[config.mk]
export PLATFORM = sky130hd
export DESIGN_NAME = acc_alu
export DESIGN_NICKNAME = d
export VERILOG_FILES = /design/src/rtl/acc_alu_pkg.sv /design/src/rtl/alu_arith.sv /design/src/rtl/alu_logic.sv /design/src/rtl/alu_bcd.sv /design/src/rtl/acc_alu.sv
export SDC_FILE = /design/constraint.sdc
export NUM_CORES = 1
export LEC_CHECK = 0
export BUFFER_PORTS_ARGS = -buffer_cell sky130_fd_sc_hd__buf_4
export CAP_MARGIN = 20
export CORE_MARGIN = 2
export CORE_UTILIZATION = 36
export CTS_CLUSTER_SIZE = 10
export DETAILED_ROUTE_END_ITERATION = 10
export PLACE_DENSITY = 0.54
export SYNTH_ARGS = -nofsm -noshare
export SYNTH_HDL_FRONTEND = slang
export SYNTH_HIERARCHICAL = 1
export SYNTH_SLANG_ARGS = --single-unit
[constraint.sdc]
create_clock -name clk -period 9.3 [get_ports clk]
set_input_delay 0.93 -clock clk [delete_from_list [all_inputs] [get_ports clk]]
set_output_delay 0.93 -clock clk [all_outputs]
set_load 0.01 [all_outputs]
[src/rtl/acc_alu_pkg.sv]
package acc_alu_pkg;

  localparam int unsigned W     = 8;
  localparam int unsigned NIB   = W / 2;
  localparam int unsigned OPW   = 4;
  localparam int unsigned FLW   = 4;

  typedef enum logic [OPW-1:0] {
    OP_ADD  = 4'd0,
    OP_ADC  = 4'd1,
    OP_SUB  = 4'd2,
    OP_SBC  = 4'd3,
    OP_AND  = 4'd4,
    OP_XOR  = 4'd5,
    OP_OR   = 4'd6,
    OP_CP   = 4'd7,
    OP_INC  = 4'd8,
    OP_DEC  = 4'd9,
    OP_CPL  = 4'd10,
    OP_SCF  = 4'd11,
    OP_CCF  = 4'd12,
    OP_DAA  = 4'd13,
    OP_RSV0 = 4'd14,
    OP_RSV1 = 4'd15
  } alu_op_e;

  typedef struct packed {
    logic z;
    logic n;
    logic h;
    logic c;
  } flags_t;

  localparam flags_t FLAGS_RST = '{z: 1'b1, n: 1'b0, h: 1'b1, c: 1'b1};

  // Sum with carry-in; returns {carry out of MSB, carry out of low nibble, sum}
  function automatic logic [W+1:0] add_w(input logic [W-1:0] x, input logic [W-1:0] y,
                                         input logic ci);
    logic [W:0]   full;
    logic [NIB:0] low;
    full = {1'b0, x} + {1'b0, y} + {{W{1'b0}}, ci};
    low  = {1'b0, x[NIB-1:0]} + {1'b0, y[NIB-1:0]} + {{NIB{1'b0}}, ci};
    return {full[W], low[NIB], full[W-1:0]};
  endfunction

  // Difference with borrow-in; returns {borrow out of MSB, borrow from upper nibble, diff}
  function automatic logic [W+1:0] sub_w(input logic [W-1:0] x, input logic [W-1:0] y,
                                         input logic bi);
    logic [W:0]   full;
    logic [NIB:0] low;
    full = {1'b0, x} - {1'b0, y} - {{W{1'b0}}, bi};
    low  = {1'b0, x[NIB-1:0]} - {1'b0, y[NIB-1:0]} - {{NIB{1'b0}}, bi};
    return {full[W], low[NIB], full[W-1:0]};
  endfunction

  // Decimal correction offset and new carry; returns {carry, offset}
  function automatic logic [W:0] bcd_offset(input logic [W-1:0] x, input flags_t f);
    logic [W-1:0] ofs;
    logic         cy;
    ofs = '0;
    if (f.h || (!f.n && x[NIB-1:0] > NIB'(9))) ofs = ofs | W'(8'h06);
    cy = f.c || (!f.n && x > W'(8'h99));
    if (cy) ofs = ofs | W'(8'h60);
    return {cy, ofs};
  endfunction

endpackage

[src/rtl/alu_arith.sv]
module alu_arith
  import acc_alu_pkg::*;
(
  input  alu_op_e        op,
  input  logic [W-1:0]   a,
  input  logic [W-1:0]   b,
  input  logic           c_in,
  output logic [W-1:0]   res,
  output flags_t         flg,
  output logic           half_ev,
  output logic           carry_ev
);

  logic [W+1:0] raw;
  logic         keep_c;
  logic         is_sub;

  always_comb begin
    keep_c = 1'b0;
    is_sub = 1'b0;
    unique case (op)
      OP_ADD:        raw = add_w(a, b, 1'b0);
      OP_ADC:        raw = add_w(a, b, c_in);
      OP_SUB, OP_CP: begin raw = sub_w(a, b, 1'b0); is_sub = 1'b1; end
      OP_SBC:        begin raw = sub_w(a, b, c_in); is_sub = 1'b1; end
      OP_INC:        begin raw = add_w(b, W'(1), 1'b0); keep_c = 1'b1; end
      OP_DEC:        begin raw = sub_w(b, W'(1), 1'b0); keep_c = 1'b1; is_sub = 1'b1; end
      default:       raw = add_w(a, b, 1'b0);
    endcase
  end

  assign res      = raw[W-1:0];
  assign half_ev  = raw[W];
  assign carry_ev = raw[W+1];

  assign flg.z = (res == '0);
  assign flg.n = is_sub;
  assign flg.h = half_ev;
  assign flg.c = keep_c ? c_in : carry_ev;

endmodule

[src/rtl/alu_logic.sv]
module alu_logic
  import acc_alu_pkg::*;
(
  input  alu_op_e        op,
  input  logic [W-1:0]   a,
  input  logic [W-1:0]   b,
  input  logic           z_in,
  input  logic           c_in,
  output logic [W-1:0]   res,
  output flags_t         flg
);

  always_comb begin
    res = a;
    flg = '{z: z_in, n: 1'b0, h: 1'b0, c: c_in};
    unique case (op)
      OP_AND: begin res = a & b; flg = '{z: ((a & b) == '0), n: 1'b0, h: 1'b1, c: 1'b0}; end
      OP_XOR: begin res = a ^ b; flg = '{z: ((a ^ b) == '0), n: 1'b0, h: 1'b0, c: 1'b0}; end
      OP_OR:  begin res = a | b; flg = '{z: ((a | b) == '0), n: 1'b0, h: 1'b0, c: 1'b0}; end
      OP_CPL: begin res = ~a;    flg = '{z: z_in, n: 1'b1, h: 1'b1, c: c_in}; end
      OP_SCF: flg = '{z: z_in, n: 1'b0, h: 1'b0, c: 1'b1};
      OP_CCF: flg = '{z: z_in, n: 1'b0, h: 1'b0, c: ~c_in};
      default: ;
    endcase
  end

endmodule

[src/rtl/alu_bcd.sv]
module alu_bcd
  import acc_alu_pkg::*;
(
  input  logic [W-1:0]   a,
  input  logic           n_in,
  input  logic           h_in,
  input  logic           c_in,
  output logic [W-1:0]   res,
  output flags_t         flg,
  output logic [W-1:0]   offset
);

  logic [W:0] adj;
  logic       cy_new;

  assign adj    = bcd_offset(a, '{z: 1'b0, n: n_in, h: h_in, c: c_in});
  assign offset = adj[W-1:0];
  assign cy_new = adj[W];
  assign res    = n_in ? (a - offset) : (a + offset);

  assign flg.z = (res == '0);
  assign flg.n = n_in;
  assign flg.h = 1'b0;
  assign flg.c = cy_new;

endmodule

[src/rtl/acc_alu.sv]
module acc_alu
  import acc_alu_pkg::*;
(
  input  logic           clk,
  input  logic           rst_n,
  input  logic           op_valid,
  input  logic [3:0]     op_code,
  input  logic [7:0]     opnd_a,
  input  logic [7:0]     opnd_b,
  input  logic           flag_load,
  input  logic [7:0]     flag_wdata,
  output logic [7:0]     result,
  output logic           result_we,
  output logic [7:0]     flag_next,
  output logic [7:0]     flag_byte
);

  localparam int unsigned PAD = W - FLW;

  alu_op_e      op;
  flags_t       flg_q;
  flags_t       flg_nxt;
  flags_t       ar_flg, lg_flg, bc_flg;
  logic [W-1:0] ar_res, lg_res, bc_res, bc_ofs;
  logic         ar_half, ar_carry;
  logic         cls_arith, cls_logic, cls_bcd;
  logic         op_writes;

  assign op = alu_op_e'(op_code);

  always_comb begin
    cls_arith = 1'b0;
    cls_logic = 1'b0;
    cls_bcd   = 1'b0;
    op_writes = 1'b0;
    unique case (op)
      OP_ADD, OP_ADC, OP_SUB, OP_SBC, OP_INC, OP_DEC: begin cls_arith = 1'b1; op_writes = 1'b1; end
      OP_CP:                                         cls_arith = 1'b1;
      OP_AND, OP_XOR, OP_OR, OP_CPL:                 begin cls_logic = 1'b1; op_writes = 1'b1; end
      OP_SCF, OP_CCF:                                cls_logic = 1'b1;
      OP_DAA:                                        begin cls_bcd = 1'b1; op_writes = 1'b1; end
      default: ;
    endcase
  end

  alu_arith u_arith (
    .op       (op),
    .a        (opnd_a),
    .b        (opnd_b),
    .c_in     (flg_q.c),
    .res      (ar_res),
    .flg      (ar_flg),
    .half_ev  (ar_half),
    .carry_ev (ar_carry)
  );

  alu_logic u_logic (
    .op   (op),
    .a    (opnd_a),
    .b    (opnd_b),
    .z_in (flg_q.z),
    .c_in (flg_q.c),
    .res  (lg_res),
    .flg  (lg_flg)
  );

  alu_bcd u_bcd (
    .a      (opnd_a),
    .n_in   (flg_q.n),
    .h_in   (flg_q.h),
    .c_in   (flg_q.c),
    .res    (bc_res),
    .flg    (bc_flg),
    .offset (bc_ofs)
  );

  always_comb begin
    result  = opnd_a;
    flg_nxt = flg_q;
    if (cls_arith) begin
      result  = ar_res;
      flg_nxt = ar_flg;
    end else if (cls_logic) begin
      result  = lg_res;
      flg_nxt = lg_flg;
    end else if (cls_bcd) begin
      result  = bc_res;
      flg_nxt = bc_flg;
    end
  end

  assign result_we = op_valid & op_writes;
  assign flag_next = {flg_nxt, {PAD{1'b0}}};
  assign flag_byte = {flg_q, {PAD{1'b0}}};

  always_ff @(posedge clk or negedge rst_n) begin
    if (!rst_n)         flg_q <= FLAGS_RST;
    else if (flag_load) flg_q <= flag_wdata[W-1 -: FLW];
    else if (op_valid)  flg_q <= flg_nxt;
  end

  // Assertions beside the flag register
  AST_REG_HOLD: assert property (@(posedge clk) disable iff (!rst_n)
    (!op_valid && !flag_load) |=> $stable(flg_q));

  AST_LOAD_WINS: assert property (@(posedge clk) disable iff (!rst_n)
    flag_load |=> (flg_q == $past(flag_wdata[W-1 -: FLW])));

  AST_INCDEC_KEEP_C: assert property (@(posedge clk) disable iff (!rst_n)
    (op_valid && !flag_load && (op == OP_INC || op == OP_DEC)) |=> (flg_q.c == $past(flg_q.c)));

  AST_CCF_FLIPS_C: assert property (@(posedge clk) disable iff (!rst_n)
    (op_valid && !flag_load && op == OP_CCF) |=> (flg_q.c != $past(flg_q.c)));

  AST_ADD_CLEARS_N: assert property (@(posedge clk) disable iff (!rst_n)
    (op_valid && !flag_load && (op == OP_ADD || op == OP_ADC)) |=> (!flg_q.n && flg_q.c == $past(ar_carry) && flg_q.h == $past(ar_half)));

  AST_CP_NO_WRITE: assert property (@(posedge clk) disable iff (!rst_n)
    (op_valid && op == OP_CP) |-> !result_we);

  AST_DAA_OFFSET: assert property (@(posedge clk) disable iff (!rst_n)
    (cls_bcd && !flg_q.h && !flg_q.c && flg_q.n) |-> (bc_ofs == '0));

endmodule

# --- Word level (Yosys, flattened, before mapping) ---
# Cells that the tools add are included.
totals:
  latchBits: 0
  wordCells: 78
  rom_bits: 0
  register_bits: 4
  output_inout_bits: 25
  memories: 0
  ram_bits: 0
  input_bits: 32
op_classes:
  mux: 21
  reduce_logical: 18
  div_mod_pow: 0
  n_mul: 0
  magnitude_cmp: 2
  n_shift: 0
  addsub: 14
  n_bitwise: 6
  eq_ne: 13
ops:
  columns: ["operator", "count"]
  rows:
  - ["10-bit case mux with 5 select lines", 1]
  - ["8-bit logical NOT", 5]
  - ["8-bit two-way mux", 4]
  - ["8-bit case mux with 4 select lines", 1]
  - ["4-bit == test (second input constant)", 6]
  - ["4-bit case mux with 6 select lines", 1]
  - ["4-bit two-way mux", 5]
  - ["4-bit by 3-bit == test with 1-bit output (second input constant)", 4]
  - ["11-bit OR reduction", 1]
  - ["8-bit by 1-bit adder with 9-bit output (second input constant)", 1]
  - ["8-bit by 8-bit adder with 9-bit output", 1]
  - ["9-bit by 1-bit adder with 9-bit output", 1]
  - ["8-bit by 1-bit subtractor with 9-bit output (second input constant)", 1]
  - ["8-bit by 8-bit subtractor with 9-bit output", 1]
  - ["9-bit by 1-bit subtractor with 9-bit output", 1]
  - ["8-bit adder", 1]
  - ["8-bit AND", 1]
  - ["4-bit by 2-bit == test with 1-bit output (second input constant)", 2]
  - ["8-bit greater-than comparator (second input constant)", 1]
  - ["8-bit NOT", 1]
  - ["8-bit OR", 1]
  - ["8-bit subtractor", 1]
  - ["8-bit bitwise XOR", 1]
  - ["1-bit two-way mux", 7]
  - ["other kinds (21)", 24]

# --- Depth between registers and ports, before layout ---
# Gate-level depths: netlist (run 1).
logic_depth:
  depth_word: 13
  mapped_depth: 17
  mapped_depth_nobuf: 15

# --- Modules after synthesis ---
# Netlist (run 1), hierarchy kept.
modules_own_cells:
  columns: ["mod", "seq_area_each_um2", "area_per_inst_um2", "n_inst", "cells_each"]
  rows:
  - ["alu_arith", 0.0, 2204.6, 1, 304]
  - ["acc_alu", 103.8, 749.5, 1, 104]
  - ["alu_logic", 0.0, 715.7, 1, 89]
  - ["alu_bcd", 0.0, 474.2, 1, 64]

# --- Least setup slack after synthesis (run 1) ---
# Ideal clock, no wire load.
synth_path:
  path_type: "input port to output port"
  from: "input opnd_b[3]"
  to: "output flag_next[7]"
  required_time_ns: 8.370
  setup_slack_ns: 4.348
  cell_stages: 14
  arrival_ns: 4.022
  path_buffers: 2
  path_cell_list: "buf_2 > inv_1 > ha_1 > buf_4 > nor3_2 > nor3_4 > or3_1 > a31o_1 > xnor2_1 > a221o_1 > or4_4 > a2111oi_4 > nor2_1 > nor2_1"
synth_rtl:
  columns: ["item", "line_no", "text"]
  rows:
  - ["from (decl)", "acc_alu.sv:9", "input logic [7:0] opnd_b,"]
  - ["to (decl)", "acc_alu.sv:14", "output logic [7:0] flag_next,"]

==> summary by stage, run 1 <==
CTS
In this run the clock root is driven by a sky130_fd_sc_hd__clkbuf_16. Hold repair after CTS inserted 0 buffers. CTS built an H-tree with a depth of 1. The number of buffers created by CTS is 3. The clock tree from TritonCTS is built. The later pin in the worst-skew pair is clocked with a latency of about 0.23 ns.

The count of cells resized by post-cts repair is 0. The clock passes through at most 2 buffers. Counting every sink on the clock net gives 4. Buffers added to address setup during post-CTS repair amount to 0. The register clock-pin slew on the reported worst setup and hold paths is 0.03 ns.

Timing
Subtracting the final worst setup slack from the clock period gives about 5.6 ns. The final worst setup slack is about 3.7 ns. Of the available clock period, the critical path in the final layout requires ~60%. The worst clock skew on the final layout is approximately 0.0039 ns.

The relative max-transition margin is a little over half. The timing-limited maximum frequency is around 180 MHz. The max-slew violation count came to 0. Setup repair after global routing left no endpoint under its margin. The total count of hold-check failures in the final report is 0.

The total of endpoints with negative setup slack in the final report is 0. At the pin with the least slew margin, the transition time is ~0.68 ns. The final setup TNS is 0 ns.

Place
The number of placed instances, taps included, is roughly 700. The total of buffers placed on input and output ports is between 40 and 50. Routability-driven placement finished with a final weighted congestion of approximately 0.9.

At the placement stage, the worst setup path has a slack of 3.80 ns. The HPWL reported at the end of detailed placement is roughly 10000 µm.

Detailed routing
The average via count per standard cell is 6.02. The sum of routed wire length over all layers is ~13000 µm. The via count of the routed design is about 4300. Once detail routing completed, the nets flagged for antenna violations numbered 0. For this block, the initial DRC count from the detailed router was around 420. Dividing the detail-routed wire length by the instance count gives approximately 18 µm. The number of design rule violations left after detail routing is 0. The pre-antenna-repair detailed-routing pass consisted of 7 iterations.

Setup path
The worst setup path is of the primary input to output pin kind. STA classifies the critical path endpoint as an output pin. The cell family contributing the most delay on the critical path is compound AO/OA/AOI/OAI gates. The number of cells on the worst reg-to-reg path is 11. The launching element type of the critical path is a primary input. The largest stage delay on the critical path is ~0.65 ns. At the worst endpoint, the arrival time is 4.65 ns. The critical path contains buffers and inverters numbering 4 combined.

The reg-to-reg setup timing slack is approximately 5.7 ns. At the worst endpoint, the required time is between 8 and 9 ns. The startpoint identified for the worst register-to-register timing path is flag_byte[4]. The maximum fanout encountered on the critical timing path is 18. In this run the critical register-to-register path is captured at flag_byte[7]. The critical path goes through buf_4 > inv_1 > ha_1 > inv_1 > a221oi_1 > o311ai_2 > nor3_1 > xor2_1 > a221o_1 > or4_4 > a2111oi_4 > nor2_1 > nor2_1 > buf_4.

On the critical path, the stage with the largest delay is an instance of sky130_fd_sc_hd__ha_1.

Yosys
The post-synthesis average cell area is about 7.4 µm². The number of warning messages in the yosys log is 6. The post-synthesis instance area is between 4000 and 5000 µm². Counting every instance in the synthesized netlist gives around 550.

Die
The die height is around 110 µm. The starting density of the core is a little under two fifths. The die covers between 10000 and 15000 µm². The number of primary I/O pins is 57. The initialized floorplan defines 38 standard-cell rows.

The floorplan step defined a core boundary enclosing ~11000 µm². In this run the horizontal extent of the chip is ~110 µm.

Status
The flow ran to the end, and the final reports show no timing, DRC or antenna violations.

Pwr
Dividing total power by cell area gives a power density of 92.2 nW/µm². In this run, the clock network consumes between 10% and 20% of the power. The register share of total power is 6.4%. Summing internal, switching and leakage power gives approximately 400 µW. The total leakage power is 0.00188 µW. The fraction of power spent switching nets is between 50% and 60%. The peak supply drop is between 0.00009 and 0.0001 V.

The internal power summed over all cells is between 200 and 250 µW. The logic gate share of total power is around three quarters. The switching power total is just over 200 µW.

Layout
In the final layout, the share of cells above drive strength 1 is 16.9%. The diode insertion count for antenna repair is 0. For this run, the number of standard cells in the final layout without fillers is ~700. Counting the fill cells in the layout gives 1183. The net total in the final layout is about 650. The sequential cells in the finished layout cover a total of about 100 µm².

The flip-flop count of the largest register after layout is 4. The multi-input logic area is approximately 3600 µm². The area growth from synthesis to layout is 8.82%.

Global routing
The global route total overflow is 0. The first global-routing pass estimated roughly 21000 µm of wire. The via count of the first global-routing pass came to just under 4000. The global-route usage over all layers is around a fifth.

The pin count of the biggest net entering global routing is 48. The number of antenna violations at the first check in global routing is 0.

Job
The number of violations of the max-capacitance limit is 0.

Hold path
The class of the tightest hold or removal check is primary input to async pin.
==> stage by stage <==
step	hold slack [ns]	util (%)	instance area (µm²)
CTS	0.488	40.7	4450
floorplan	0.608	-	4110
finish	0.491	40.7	4450
detailed placement	0.652	39.9	4370
global placement	0.640	39.9	4370
global route	0.491	40.7	4450
==> how the worst max path moves through the flow <==
stage,from,to,slack [ns],cells after the start
detailed placement,opnd_b[5],flag_next[7],3.80,14
finish,opnd_b[5],flag_next[7],3.72,14
global placement,opnd_b[5],flag_next[7],3.74,14
CTS,opnd_b[5],flag_next[7],3.75,14
global route,opnd_b[5],flag_next[7],3.44,14
floorplan,opnd_b[3],flag_next[7],4.35,14
==> placed cells by master, fill, tap and decap left out, types with 15 or more instances in the layout <==
| cell | instances |
|---|---|
| sky130_fd_sc_hd__xnor2_1 | 22 |
| sky130_fd_sc_hd__o21ai_0 | 34 |
| sky130_fd_sc_hd__o22ai_1 | 15 |
| sky130_fd_sc_hd__inv_1 | 44 |
| sky130_fd_sc_hd__nand2_1 | 23 |
| sky130_fd_sc_hd__a21oi_1 | 27 |
| sky130_fd_sc_hd__ha_1 | 51 |
| sky130_fd_sc_hd__nor2_1 | 36 |
| sky130_fd_sc_hd__buf_4 | 47 |
| sky130_fd_sc_hd__a22oi_1 | 17 |
==> worst register-to-register path: cells and delay by family (launching register included) <==
kind	cells	cell delay, ns
DFF	1	0.70
AOI/OAI and AO/OA	5	1.29
and+or+nand+nor	2	0.60
adders and majority gates	2	0.48
muxes	1	0.34
xor gates and xnor gates	1	0.13
==> final cells by class <==
class                           count  share of cell area (%)
Tap cell                          140                    3.94
Sequential cell                     4                    2.34
Inverter                           45                    3.80
Multi-Input combinational cell    468                    80.2
Timing Repair Buffer               47                    7.93
Clock buffer                        4                    1.77
==> routing by layer <==
| metal | wire length [µm] | global-route usage [%] | up-vias |
|---|---|---|---|
| li1 | - | - | 2086 |
| met1 | 6410 | 30.3 | 2013 |
| met2 | 5800 | 33.1 | 151 |
| met3 | 696 | 1.26 | 15 |
| met4 | 151 | 3.58 | 0 |
| met5 | 0 | 0 | - |
==> power groups by stage <==
stage	Combinational, µW	Clock, µW	Sequential [µW]
global placement	303	0	26.3
CTS	308	72.1	26.3
floorplan	226	0	24.6
finish	313	70.9	26.3
global route	342	73.3	26.8
detailed placement	307	0	26.4
Power figures use the tool's default switching activity.
==> inputs of run 2 (changes only) <==
--- a/config.mk
+++ b/config.mk
@@ -5,13 +5,14 @@
 export SDC_FILE = /design/constraint.sdc
 export NUM_CORES = 1
 export LEC_CHECK = 0
+export ABC_AREA = 1
 export BUFFER_PORTS_ARGS = -buffer_cell sky130_fd_sc_hd__buf_4
 export CAP_MARGIN = 20
 export CORE_MARGIN = 2
 export CORE_UTILIZATION = 36
 export CTS_CLUSTER_SIZE = 10
 export DETAILED_ROUTE_END_ITERATION = 10
-export PLACE_DENSITY = 0.54
+export PLACE_DENSITY = 0.56
 export SYNTH_ARGS = -nofsm -noshare
 export SYNTH_HDL_FRONTEND = slang
 export SYNTH_HIERARCHICAL = 1
==> constraint.sdc (replaced) <==
create_clock -name clk -period 5.05 [get_ports clk]
set_input_delay 0.505 -clock clk [delete_from_list [all_inputs] [get_ports clk]]
set_output_delay 0.505 -clock clk [all_outputs]
set_load 0.01 [all_outputs]
==> run 2 against run 1 <==
Net effect: sequential power up 81%; combinational power is 76% higher; worst setup slack worse by 2.5 ns; clock-buffer cell count stayed put; first-iteration DRC count fell by 21%; critical path type unchanged; highest routed layer unchanged.
==> summary by stage, run 2 <==
Timing
The final setup TNS is 0 ns (unchanged). Setup repair after global routing left no endpoint under its margin. The total count of hold-check failures in the final report is 0 (unchanged). The max-slew violation count was 0 (unchanged). The share of the clock period used by the worst path is between 70% and 80%.

The final worst setup slack came to 1.25 ns (-2.48 ns). The total of endpoints with negative setup slack in the final report is 0 (unchanged). The relative max-transition margin is 53.6% (-0.99 points). The measured slew at the worst slew-check pin was 0.695 ns (+0.0142 ns). The timing-limited maximum frequency is 263 MHz. The worst clock skew on the final layout came to 0.00255 ns (-0.00130 ns). The worst path in the final design needs a cycle of around 3.8 ns, including I/O delays and setup.

Layout
The diode insertion count for antenna repair is 0 (unchanged). The layout filler cell count was 1332 (+13%). The flip-flop count of the largest register after layout is 4 (unchanged). Relative to the synthesized area, the layout overhead comes to 9.20%. The fraction of layout cells with a size suffix above 1 came to 13.3% (-3.6 points).

The final non-filler cell total was 983 (+39%). The library cell used most frequently in the layout, excluding fill and tap cells, is sky130_fd_sc_hd__nand2_1. The net total in the final layout came to 926 (+42%).

In the layout the commonest cells are 271 x sky130_fd_sc_hd__nand2_1, 120 x sky130_fd_sc_hd__inv_1, 88 x sky130_fd_sc_hd__nor2_1. The utilization after layout is 40.8% (+0.10 points).

CTS
The number of buffers created by CTS was 3 (unchanged). The root buffer cell is sky130_fd_sc_hd__clkbuf_16. TritonCTS built the clock tree. The CTS H-tree depth is 1 (unchanged). The insertion delay of the later-clocked pin in the worst-skew pair is 0.23 ns (about the same). The total number of clock tree sinks is 4 (unchanged).

The count of cells resized by post-cts repair is 0 (unchanged). The hold buffer count at CTS is 0 (unchanged). The maximum number of buffers from clock root to sink is 2 (unchanged). The total setup buffers inserted after CTS was 0 (unchanged). The register clock-pin slew on the reported worst setup and hold paths is 0.03 ns (about the same).

Die
The cell row count was 39 (+2.6%). The starting density of the core is 37.3% (about the same). The die height is 113 µm (+2.5%).

The number of primary I/O pins is 57 (unchanged). The die footprint is 12800 µm² (+5.0%). The placeable core region is 11500 µm² (+5.3%).

The die width is 113 µm (+2.5%).

Setup path
The worst register-to-register path begins at flag_byte[6]. On the critical path, the stage with the largest delay is an instance of sky130_fd_sc_hd__fa_1. The reg-to-reg setup timing slack is 2.11 ns (-3.57 ns). The kind of critical path is primary input to output pin.

STA classifies the critical path startpoint as a primary input. The maximum fanout encountered on the critical timing path is 9 (-9). The data arrival time of the critical path came to 3.30 ns (-1.35 ns). The number of cells on the worst reg-to-reg path is 18 (+7). The critical path data required time came to 4.55 ns (-3.82 ns).

Walking the worst path, the cells encountered are buf_4 > inv_1 > ha_1 > fa_1 > inv_1 > nand3_1 > nand2_2 > nand2_1 > nand2_2 > inv_2 > nor2_2 > nand3_1 > nand2_1 > nand3_1 > nand2_1 > nor2_1 > nor2_1 > nor2_1 > nor2_1 > a31oi_1 > buf_4. Among the stages of the critical path, the cell type that occurs most often is sky130_fd_sc_hd__nor2_1. STA classifies the critical path endpoint as an output pin. The worst register-to-register path ends at flag_byte[7]. The largest stage delay on the critical path came to 0.43 ns (-0.22 ns).

Place
The number of instances in the placed design is 979 (+39%). The HPWL reported at the end of detailed placement was 11000 µm (+7.7%). The total of buffers placed on input and output ports was 44 (unchanged). The placer's final routability congestion estimate is 0.856 (-6.3%).

The worst setup slack before clock tree synthesis is 1.28 ns (-2.52 ns).

Detailed routing
The sum of routed wire length over all layers came to 13300 µm (+2.2%). The average wire per standard cell is 13.6 µm (-26%). The first-pass iteration count of the detailed router is 5 (-2). The post-route antenna net violation count is 0 (unchanged). The number of design rule violations left after detail routing came to 0 (unchanged). The number of DRC markers after the initial detailed-route iteration was 332 (-21%). The average via count per standard cell is 4.92 (-18%). The via count of the routed design was 4841 (+14%).

Global routing
The via count of the first global-routing pass is 4440 (+13%). The number of antenna violations at the first check in global routing was 0 (unchanged). The pin count of the biggest net entering global routing is 24 (-50%). The wire length of the first global-routing pass is 22500 µm (+7.2%). The global route total overflow was 0 (unchanged). The global-route usage over all layers is 21.5% (+0.93 points).

Pwr
The power per standard cell area is 155 nW/µm² (+68%). The total leakage power is 0.00263 µW (+40%). The total power consumption of the routed design is 727 µW (+77%). The peak supply drop is 0.0000871 V (-11%).

Yosys
The post-synthesis instance area is 4300 µm² (+5.2%). The cell count after synthesis is 813 (+47%). The post-synthesis average cell area was 5.29 µm² (-28%).

The number of warning messages in the yosys log is 6 (unchanged).

Hold path
The class of the tightest hold or removal check is primary input to async pin.

Job
The number of violations of the max-capacitance limit came to 0 (unchanged).

Status
The flow ran to the end, and the final reports show no timing, DRC or antenna violations.
[run 2: changes by cell type in the layout (fill, tap and decap cells not counted), sizes merged, moves of 10 or more]
| cell | previous run | this run |
|---|---|---|
| nand2 | 23 | 283 |
| inv | 45 | 134 |
| nand3 | 14 | 86 |
| nor2 | 37 | 104 |
| xnor2 | 23 | 1 |
| nor3 | 18 | 4 |
| a22oi | 17 | 4 |
| mux2i | 13 | 0 |
| o22ai | 15 | 2 |
| a221oi | 10 | 0 |
| nand2b | 10 | 0 |
[run 2: power by group]
| part | leakage [µW] | switching, µW | internal [µW] |
|---|---|---|---|
| clock | 0.0000382 | 23.2 | 104 |
| sequential | 0.0000437 | 9.36 | 38.2 |
| combinational | 0.00255 | 358 | 194 |
[run 2: worst max-delay path by stage]
stage | from | endpoint | slack (ns) | cells after the start
2_1_floorplan | opnd_a[2] | flag_next[7] | 1.94 | 18
5_1_grt | opnd_a[2] | flag_next[7] | 0.97 | 21
6_report | opnd_a[0] | flag_next[7] | 1.25 | 21
4_1_cts | opnd_b[0] | flag_next[7] | 1.26 | 19
3_5_place_dp | opnd_b[0] | flag_next[7] | 1.28 | 19
3_3_place_gp | opnd_a[0] | flag_next[7] | 1.31 | 21
[run 2: cell type report]
class	count	area [µm²]	share of cell area [%]
Multi-Input combinational cell	652	3490	74.3
Clock buffer	4	78.8	1.68
Inverter	136	515	11.0
Sequential cell	4	104	2.21
Tap cell	143	179	3.81
Timing Repair Buffer	44	330	7.04
[run 2: routing by layer]
metal / GRT usage, % / wire (µm) / up-vias
met4: 4.63 / 243 / 0
met2: 37.3 / 6090 / 138
met1: 29.4 / 6410 / 2059
met3: 1.12 / 605 / 18
met5: 0 / 0 / -
li1: - / - / 2626
[run 2: through the flow]
stage	hold WS, ns	area, µm²
6_report	0.0661	4690
5_1_grt	0.0628	4690
4_1_cts	0.0646	4690
3_5_place_dp	0.302	4620
3_3_place_gp	0.301	4620
2_1_floorplan	0.209	4330
[run 2: critical path, delay by kind of cell]
family | cells | cell delay, ns
AO/OA/AOI/OAI | 1 | 0.09
AND/OR/NAND/NOR | 13 | 1.46
adder cells (fa/ha/maj) | 2 | 0.66
buffers and inverters | 5 | 0.58
